`config.mk`:
```
export PLATFORM = sky130hd
export DESIGN_NAME = tconv_seq
export DESIGN_NICKNAME = d
export VERILOG_FILES = /design/src/rtl/tconv_pkg.sv /design/src/rtl/tconv_wdecode.sv /design/src/rtl/tconv_walker.sv /design/src/rtl/tconv_seq.sv
export SDC_FILE = /design/constraint.sdc
export NUM_CORES = 1
export LEC_CHECK = 0
export BUFFER_PORTS_ARGS = -buffer_cell sky130_fd_sc_hd__buf_4
export CAP_MARGIN = 20
export CELL_PAD_IN_SITES_DETAIL_PLACEMENT = 1
export CELL_PAD_IN_SITES_GLOBAL_PLACEMENT = 2
export CORE_UTILIZATION = 33
export CTS_CLUSTER_SIZE = 14
export DETAILED_ROUTE_END_ITERATION = 16
export PLACE_DENSITY_LB_ADDON = 0.1
export SLEW_MARGIN = 25
export SYNTH_ARGS = -nofsm -noshare
export SYNTH_HDL_FRONTEND = slang
export SYNTH_SLANG_ARGS = --single-unit
```
`constraint.sdc`:
```
create_clock -name clk -period 3.17 [get_ports clk]
set_clock_uncertainty 0.2 [all_clocks]
set_input_delay 0.317 -clock clk [delete_from_list [all_inputs] [get_ports clk]]
set_output_delay 0.317 -clock clk [all_outputs]
set_load 0.005 [all_outputs]
```
`src/rtl/tconv_pkg.sv`:
```
// Shared encodings for the ternary convolution sequencer.
// Assumes the arithmetic and shift units decode these exact values.
package tconv_pkg;
    typedef enum logic [2:0] {
        AOP_CLR_POS = 3'd0,
        AOP_CLR_NEG = 3'd1,
        AOP_ADD_POS = 3'd2,
        AOP_ADD_NEG = 3'd3,
        AOP_SUB     = 3'd4
    } arith_op_e;

    typedef enum logic [1:0] {
        SDIR_EAST  = 2'd0,
        SDIR_WEST  = 2'd1,
        SDIR_SOUTH = 2'd2
    } shift_dir_e;

    typedef enum logic [1:0] {
        TAP_SKIP = 2'd0,
        TAP_POS  = 2'd1,
        TAP_NEG  = 2'd2
    } tap_kind_e;

    localparam logic [1:0] WCODE_POS = 2'b01;
    localparam logic [1:0] WCODE_NEG = 2'b11;
endpackage

```
`src/rtl/tconv_wdecode.sv`:
```
// Maps a 2-bit ternary weight code to the routing decision for one tap.
// Assumes 01 means +1 and 11 means -1; 00 and the unused 10 both skip.
module tconv_wdecode
    import tconv_pkg::*;
(
    input  logic [1:0] code,
    output tap_kind_e  kind
);
    // Purely combinational classification of the code.
    always_comb begin
        case (code)
            WCODE_POS: kind = TAP_POS;
            WCODE_NEG: kind = TAP_NEG;
            default:   kind = TAP_SKIP;
        endcase
    end
endmodule

```
`src/rtl/tconv_walker.sv`:
```
// Tracks the kernel row and column of the serpentine scan and the matching
// weight address. Assumes adv_col and adv_row are never raised together and
// that the controller only advances within the KxK window.
module tconv_walker #(
    parameter int K      = 5,
    parameter int IDX_W  = 3,
    parameter int ADDR_W = 5
) (
    input  logic              clk,
    input  logic              rst_n,
    input  logic              restart,
    input  logic              adv_col,
    input  logic              adv_row,
    output logic [ADDR_W-1:0] addr,
    output logic              last_col,
    output logic              last_row,
    output logic              odd_row
);
    localparam logic [IDX_W-1:0] LAST_IDX = IDX_W'(K - 1);

    logic [IDX_W-1:0] row_q;
    logic [IDX_W-1:0] col_q;

    // Row, column and linear address counters; the address steps by one on
    // every advance because rows are stored back to back.
    always_ff @(posedge clk) begin
        if (!rst_n || restart) begin
            row_q <= '0;
            col_q <= '0;
            addr  <= '0;
        end else if (adv_col) begin
            col_q <= col_q + 1'b1;
            addr  <= addr + 1'b1;
        end else if (adv_row) begin
            row_q <= row_q + 1'b1;
            col_q <= '0;
            addr  <= addr + 1'b1;
        end
    end

    // Position flags used by the controller.
    always_comb begin
        last_col = (col_q == LAST_IDX);
        last_row = (row_q == LAST_IDX);
        odd_row  = row_q[0];
    end
endmodule

```
`src/rtl/tconv_seq.sv`:
```
// Ternary-weight convolution sequencer. Clears both accumulators, walks the
// source image over the KxK window in serpentine order, routes each tap into
// the positive or negative accumulator or skips it, then issues P-N once.
// Assumes: synchronous weight memory with one cycle read latency; each unit
// answers a held request with a done pulse; a request that stays high after
// a done is a new command.
module tconv_seq
    import tconv_pkg::*;
#(
    parameter int K          = 5,
    parameter int SHIFT_STEP = 4,
    parameter int TAPS       = K * K,
    parameter int ADDR_W     = (TAPS > 1) ? $clog2(TAPS) : 1,
    parameter int STEP_W     = $clog2(SHIFT_STEP + 1)
) (
    input  logic              clk,
    input  logic              rst_n,
    input  logic              start,
    output logic              done,
    output logic [ADDR_W-1:0] w_addr,
    input  logic [1:0]        w_rdata,
    output logic              ar_req,
    output logic [2:0]        ar_op,
    input  logic              ar_done,
    output logic              sh_req,
    output logic [1:0]        sh_dir,
    output logic [STEP_W-1:0] sh_dist,
    input  logic              sh_done
);
    localparam int IDX_W = (K > 1) ? $clog2(K) : 1;

    typedef enum logic [3:0] {
        ST_IDLE, ST_CLR_P, ST_CLR_N, ST_FETCH, ST_DECODE,
        ST_ADD, ST_HSHIFT, ST_VSHIFT, ST_SUB, ST_DONE
    } state_e;

    state_e    state_q, state_d;
    logic      add_neg_q;
    tap_kind_e kind;
    logic      restart, adv_col, adv_row;
    logic      last_col, last_row, odd_row;

    tconv_wdecode u_dec (
        .code (w_rdata),
        .kind (kind)
    );

    tconv_walker #(
        .K      (K),
        .IDX_W  (IDX_W),
        .ADDR_W (ADDR_W)
    ) u_walk (
        .clk      (clk),
        .rst_n    (rst_n),
        .restart  (restart),
        .adv_col  (adv_col),
        .adv_row  (adv_row),
        .addr     (w_addr),
        .last_col (last_col),
        .last_row (last_row),
        .odd_row  (odd_row)
    );

    // Next-state and walker control for the scan.
    always_comb begin
        state_d = state_q;
        restart = 1'b0;
        adv_col = 1'b0;
        adv_row = 1'b0;
        case (state_q)
            ST_IDLE: if (start) begin
                state_d = ST_CLR_P;
                restart = 1'b1;
            end
            ST_CLR_P:  if (ar_done) state_d = ST_CLR_N;
            ST_CLR_N:  if (ar_done) state_d = ST_FETCH;
            ST_FETCH:  state_d = ST_DECODE;
            ST_DECODE: state_d = (kind == TAP_SKIP) ? ST_HSHIFT : ST_ADD;
            ST_ADD:    if (ar_done) state_d = ST_HSHIFT;
            ST_HSHIFT: if (sh_done) begin
                if (last_col) begin
                    state_d = ST_VSHIFT;
                end else begin
                    state_d = ST_FETCH;
                    adv_col = 1'b1;
                end
            end
            ST_VSHIFT: if (sh_done) begin
                if (last_row) begin
                    state_d = ST_SUB;
                end else begin
                    state_d = ST_FETCH;
                    adv_row = 1'b1;
                end
            end
            ST_SUB:  if (ar_done) state_d = ST_DONE;
            ST_DONE: state_d = ST_IDLE;
            default: state_d = ST_IDLE;
        endcase
    end

    // State register and the captured routing of the current tap.
    always_ff @(posedge clk) begin
        if (!rst_n) begin
            state_q   <= ST_IDLE;
            add_neg_q <= 1'b0;
        end else begin
            state_q <= state_d;
            if (state_q == ST_DECODE) add_neg_q <= (kind == TAP_NEG);
        end
    end

    // Command outputs decoded from the registered state.
    always_comb begin
        ar_req  = (state_q == ST_CLR_P) || (state_q == ST_CLR_N) ||
                  (state_q == ST_ADD)   || (state_q == ST_SUB);
        sh_req  = (state_q == ST_HSHIFT) || (state_q == ST_VSHIFT);
        done    = (state_q == ST_DONE);
        sh_dist = STEP_W'(SHIFT_STEP);
        case (state_q)
            ST_CLR_N: ar_op = AOP_CLR_NEG;
            ST_ADD:   ar_op = add_neg_q ? AOP_ADD_NEG : AOP_ADD_POS;
            ST_SUB:   ar_op = AOP_SUB;
            default:  ar_op = AOP_CLR_POS;
        endcase
        if (state_q == ST_VSHIFT) sh_dir = SDIR_SOUTH;
        else if (odd_row)         sh_dir = SDIR_WEST;
        else                      sh_dir = SDIR_EAST;
    end
endmodule

```
# After elaboration in Yosys (flattened, before gate mapping)
# Cells that the tools add are included.
# totals
register_bits	16
out_inout_bits	16
inputBits	7
# classes
n_eq_ne	21
bitwise	1
n_reduce_logical	11
n_mux	28
n_addsub	3
# op_table
cell	n
$pmux W4 S9	1
$mux W4	8
$eq A4 B3 Y1 const B	4
$ne A2 B2 Y1 const B	7
$mux W1	10
$mux W5	2
$mux W3	3
$pmux W3 S3	1
$eq A4 B2 Y1 const B	2
$eq A4 B4 Y1 const B	2
$reduce_and A7 Y1	1
$add A3 B1 Y3 const B	2
$eq A3 B3 Y1 const B	2
$add A5 B1 Y5 const B	1
$logic_or A1 B1 Y1	5
$eq A2 B2 Y1 const B	2
$eq A4 B1 Y1 const B	1
$logic_not A4 Y1	1
$mux W2	2
$pmux W2 S2	1
$eq A2 B1 Y1 const B	1
$logic_not A2 Y1	1
$reduce_and A2 Y1	1
$reduce_bool A2 Y1	1
other kinds (2)	2

# Logic depth before layout (Yosys ltp)
# logic_depth
word_depth	6
ltp_mapped	7

# By module
# A second synthesis with hierarchy kept.
# unflattened
cells_unflattened	126
area_unflattened_um2	1041.0
# by_module_without_submodules
mod	n_inst	area_each_um2	cells_each
tconv_walker	1	521.8	57
tconv_seq	1	503.0	67
tconv_wdecode	1	16.3	2

# Worst setup path before layout
# Ideal clock, no wire load.
# synth_path
kind	register -> register
startpoint	register state_q[1]
endpoint	register state_q[1]
required_time_ps	2827
setup_ps	143
arrival_ps	1333
n_path_buf	1
slack_ps	1494
stages_incl_launch_ff	6
path_cell_list	dfxtp_1 buf_6 or4_1 a21o_1 a21oi_2 a311oi_2
# synth_between
elab_chain_cells	3
# synth_lines
element	line	source
start, declared	tconv_seq.sv:37	state_e state_q, state_d;
start signal, assigned	tconv_seq.sv:108	state_q <= state_d;
$eq A4 B3 Y1 (tied with other cells)	tconv_seq.sv:70	case (state_q)
$ne A2 B2 Y1 (no source line)	-	
$reduce_and A7 Y1 (no source line)	-	
# Parallel ways exist; a longest one is shown, timed or not.
# A chain may end at the register's enable or synchronous reset.

# Worst setup path in the final report
# layout_path
startpoint	register state_q[0]
endpoint	output ar_req
# layout_between
elab_chain_cells	4
# layout_lines
element	line	source
$eq A4 B1 Y1 / $eq A4 B2 Y1 (equally long branches)	tconv_seq.sv:115	ar_req = (state_q == ST_CLR_P) || (state_q == ST_CLR_N) ||
$logic_or A1 B1 Y1 (2 in a row)	tconv_seq.sv:115	
$logic_or A1 B1 Y1 *	tconv_seq.sv:116	(state_q == ST_ADD) || (state_q == ST_SUB);
end, declared	tconv_seq.sv:22	output logic ar_req,
# Every way passes the cells marked *; elsewhere a longest branch is shown, timed or not.

==> impl_metrics.ini <==
[floorplan]
initial_core_util_pct = 35.2
num_rows = 20
core_mm2 = 0.00308
die-height_um = 59.3
die_w_um = 59.3
ios = 23
die_area_mm2 = 0.00351

[sta]
tns_ps = 0
clock.fmax_mhz = 437
slew_violations = 0
rsz0062_at_grt = no
worst_pin_slew_ps = 681
min_period_ps = 2290
max_slew_margin_pct = 54.5
hold_viol_final = 0
period_share_pct = 72.2
finalSetupViolCount = 0
fin_hold_ws_ps = 100

[finish]
final_common_cell = buf_4
drive_above_1_share_pct = 23.9
final_cell_mix = buf_4, dfxtp_1, a21oi_1
fin_util_pct = 40.0
final_cell_area_mm2 = 0.00123
nFillCells = 387
multiInputGateArea_um2 = 639
insertedDiodeCount = 0
area_delta_synth_final_pct = 13.9
regArea_um2 = 320
fin_nets = 155

[detailed_routing]
met3WireLength_um = 66
wl_met1_um = 1200
met2WireLength_um = 1370
firstDrtPassIters = 4
postRouteAntennaNets = 0
vias_per_cell = 5.19
drcViolationCount = 0
drt_iter0_markers = 57
maxUsedRoutingLayer = met4
wl_um = 2660
routedWlPerCell_um = 14.3
vias = 966

[global_route]
track_usage_pct = 17.3
antenna_found_initial = 0
grt_pass1_vias = 985
grt_max_degree = 20
grt_pass1_wl_um = 4580
overflow = 0

[logic_synthesis]
yosysWarnings = 0
syn_area_mm2 = 0.00108
synth_cell_types = 47
postSynth.asyncResetShare_pct = 0
synth_edf_count = 0
synth_area_per_cell_um2 = 8.33
syn-instance-count = 130
synth-main-ff-cell = dfxtp_1
ys_seq_area_share_pct = 29.6
ys_ff_latch = 16

[setup_path]
crit_chain = nor4b_2 -> or3_1 -> buf_4
cp_slowest_cell = dfxtp_1
cp-end-kind = output port
cp_data_required_time_ps = 2650
crit_type = reg2out
arrival_ps = 1770
cp_max_fo = 19
start_kind = register
critPathMaxStageDelay_ps = 780

[clock_network]
cts_tree = done
cts.sinks = 16
htree_levels = 1
post_cts_buffers = 0
cts-resized-gates = 0
cts_inserted_buffers = 3
clkLatencyLatePin_ps = 290
cts_root_buffer = clkbuf_4
cts_hold_buf = 0
clockBufferDepth = 2
clkTransAtPathRegs_ps = 110

[power]
peakVddDrop_v = 0.000161
total_power_mw = 0.616
power.density_mw_per_mm2 = 500
p_leak_nw = 0.501

[run]
drv_cap = 0

[placed_design]
hpwl_um = 1960
dpl_cell_area_mm2 = 0.00120
gp_congestion = 0.725
portBuffers = 19

[worst_hold_path]
hold_class = in2reg

[run_status]
status = completed
cell type report:
type / count / share of cell area, %
Multi-Input combinational cell: 93 / 51.9
Sequential cell: 16 / 26.0
Timing Repair Buffer: 19 / 11.6
Tap cell: 44 / 4.47
Inverter: 10 / 3.15
Clock buffer: 4 / 2.94
Yosys cell counts (all sizes together), types with 2 or more instances:
library cell / count / area, um2
a21oi: 15 / 82.6
mux2i: 2 / 20.0
dfxtp: 16 / 320
buf: 8 / 72.6
nor2: 10 / 37.5
or4: 2 / 15.0
a311oi: 2 / 23.8
nor4b: 2 / 23.8
o21ai: 8 / 40.0
a21o: 3 / 22.5
conb: 2 / 7.51
nand3b: 3 / 22.5
clkbuf: 4 / 15.0
or3: 4 / 25.0
nand3: 5 / 25.0
o31ai: 3 / 27.5
nand4: 4 / 25.0
ha: 5 / 62.6
inv: 9 / 33.8
nand2: 5 / 21.3
per-stage QoR:
stage	instances	worst slack [ps]
finish	186	881
global route	186	731
detailed placement	182	1090
CTS	186	856
floorplan	131	1490
global placement	182	1170
flip-flops by register name (all words and copies together), names as in the netlist:
register,cells
u_walk.addr,5
state_q,4
u_walk.col_q,3
u_walk.row_q,3
add_neg_q,1
worst paths after layout:
check / from / to / slack [ps] / cells after the start
hold / removal: w_rdata[1] / add_neg_q / 100 / 3
setup / recovery: state_q[0] / ar_req / 880 / 3
setup reg to reg: state_q[0] / u_walk.addr[2] / 1080 / 5
hold reg to reg: u_walk.row_q[1] / u_walk.row_q[1] / 300 / 2
where the power goes:
| part | internal [mW] | switching [mW] | leakage (nW) |
|---|---|---|---|
| combinational | 0.0944 | 0.0984 | 0.351 |
| sequential | 0.215 | 0.0660 | 0.129 |
| clock | 0.0699 | 0.0729 | 0.0210 |
critical path, delay by kind of cell (launching register included):
kind | cells | cell delay (ps)
flip-flops | 1 | 780
AND/OR/NAND/NOR | 2 | 560
buffers and inverters | 1 | 140
cells by family after synthesis:
| family | count (synthesis) | share of synthesized area, % |
|---|---|---|
| buffers and inverters | 22 | 11.7 |
| and+or+nand+nor | 43 | 25.0 |
| DFF | 16 | 29.6 |
| AOI/OAI and AO/OA | 38 | 23.8 |
| adders and majority gates | 5 | 5.78 |
| other | 2 | 0.694 |
| xor gates and xnor gates | 2 | 1.62 |
| muxes | 2 | 1.85 |
metal layers:
metal  vias to the layer above  GRT usage, %
met5                         -             0
met1                       465          21.5
li1                        487             -
met4                         0          5.10
met2                        12          30.7
met3                         2          2.62
No activity file was read; power rests on OpenSTA's default activity.
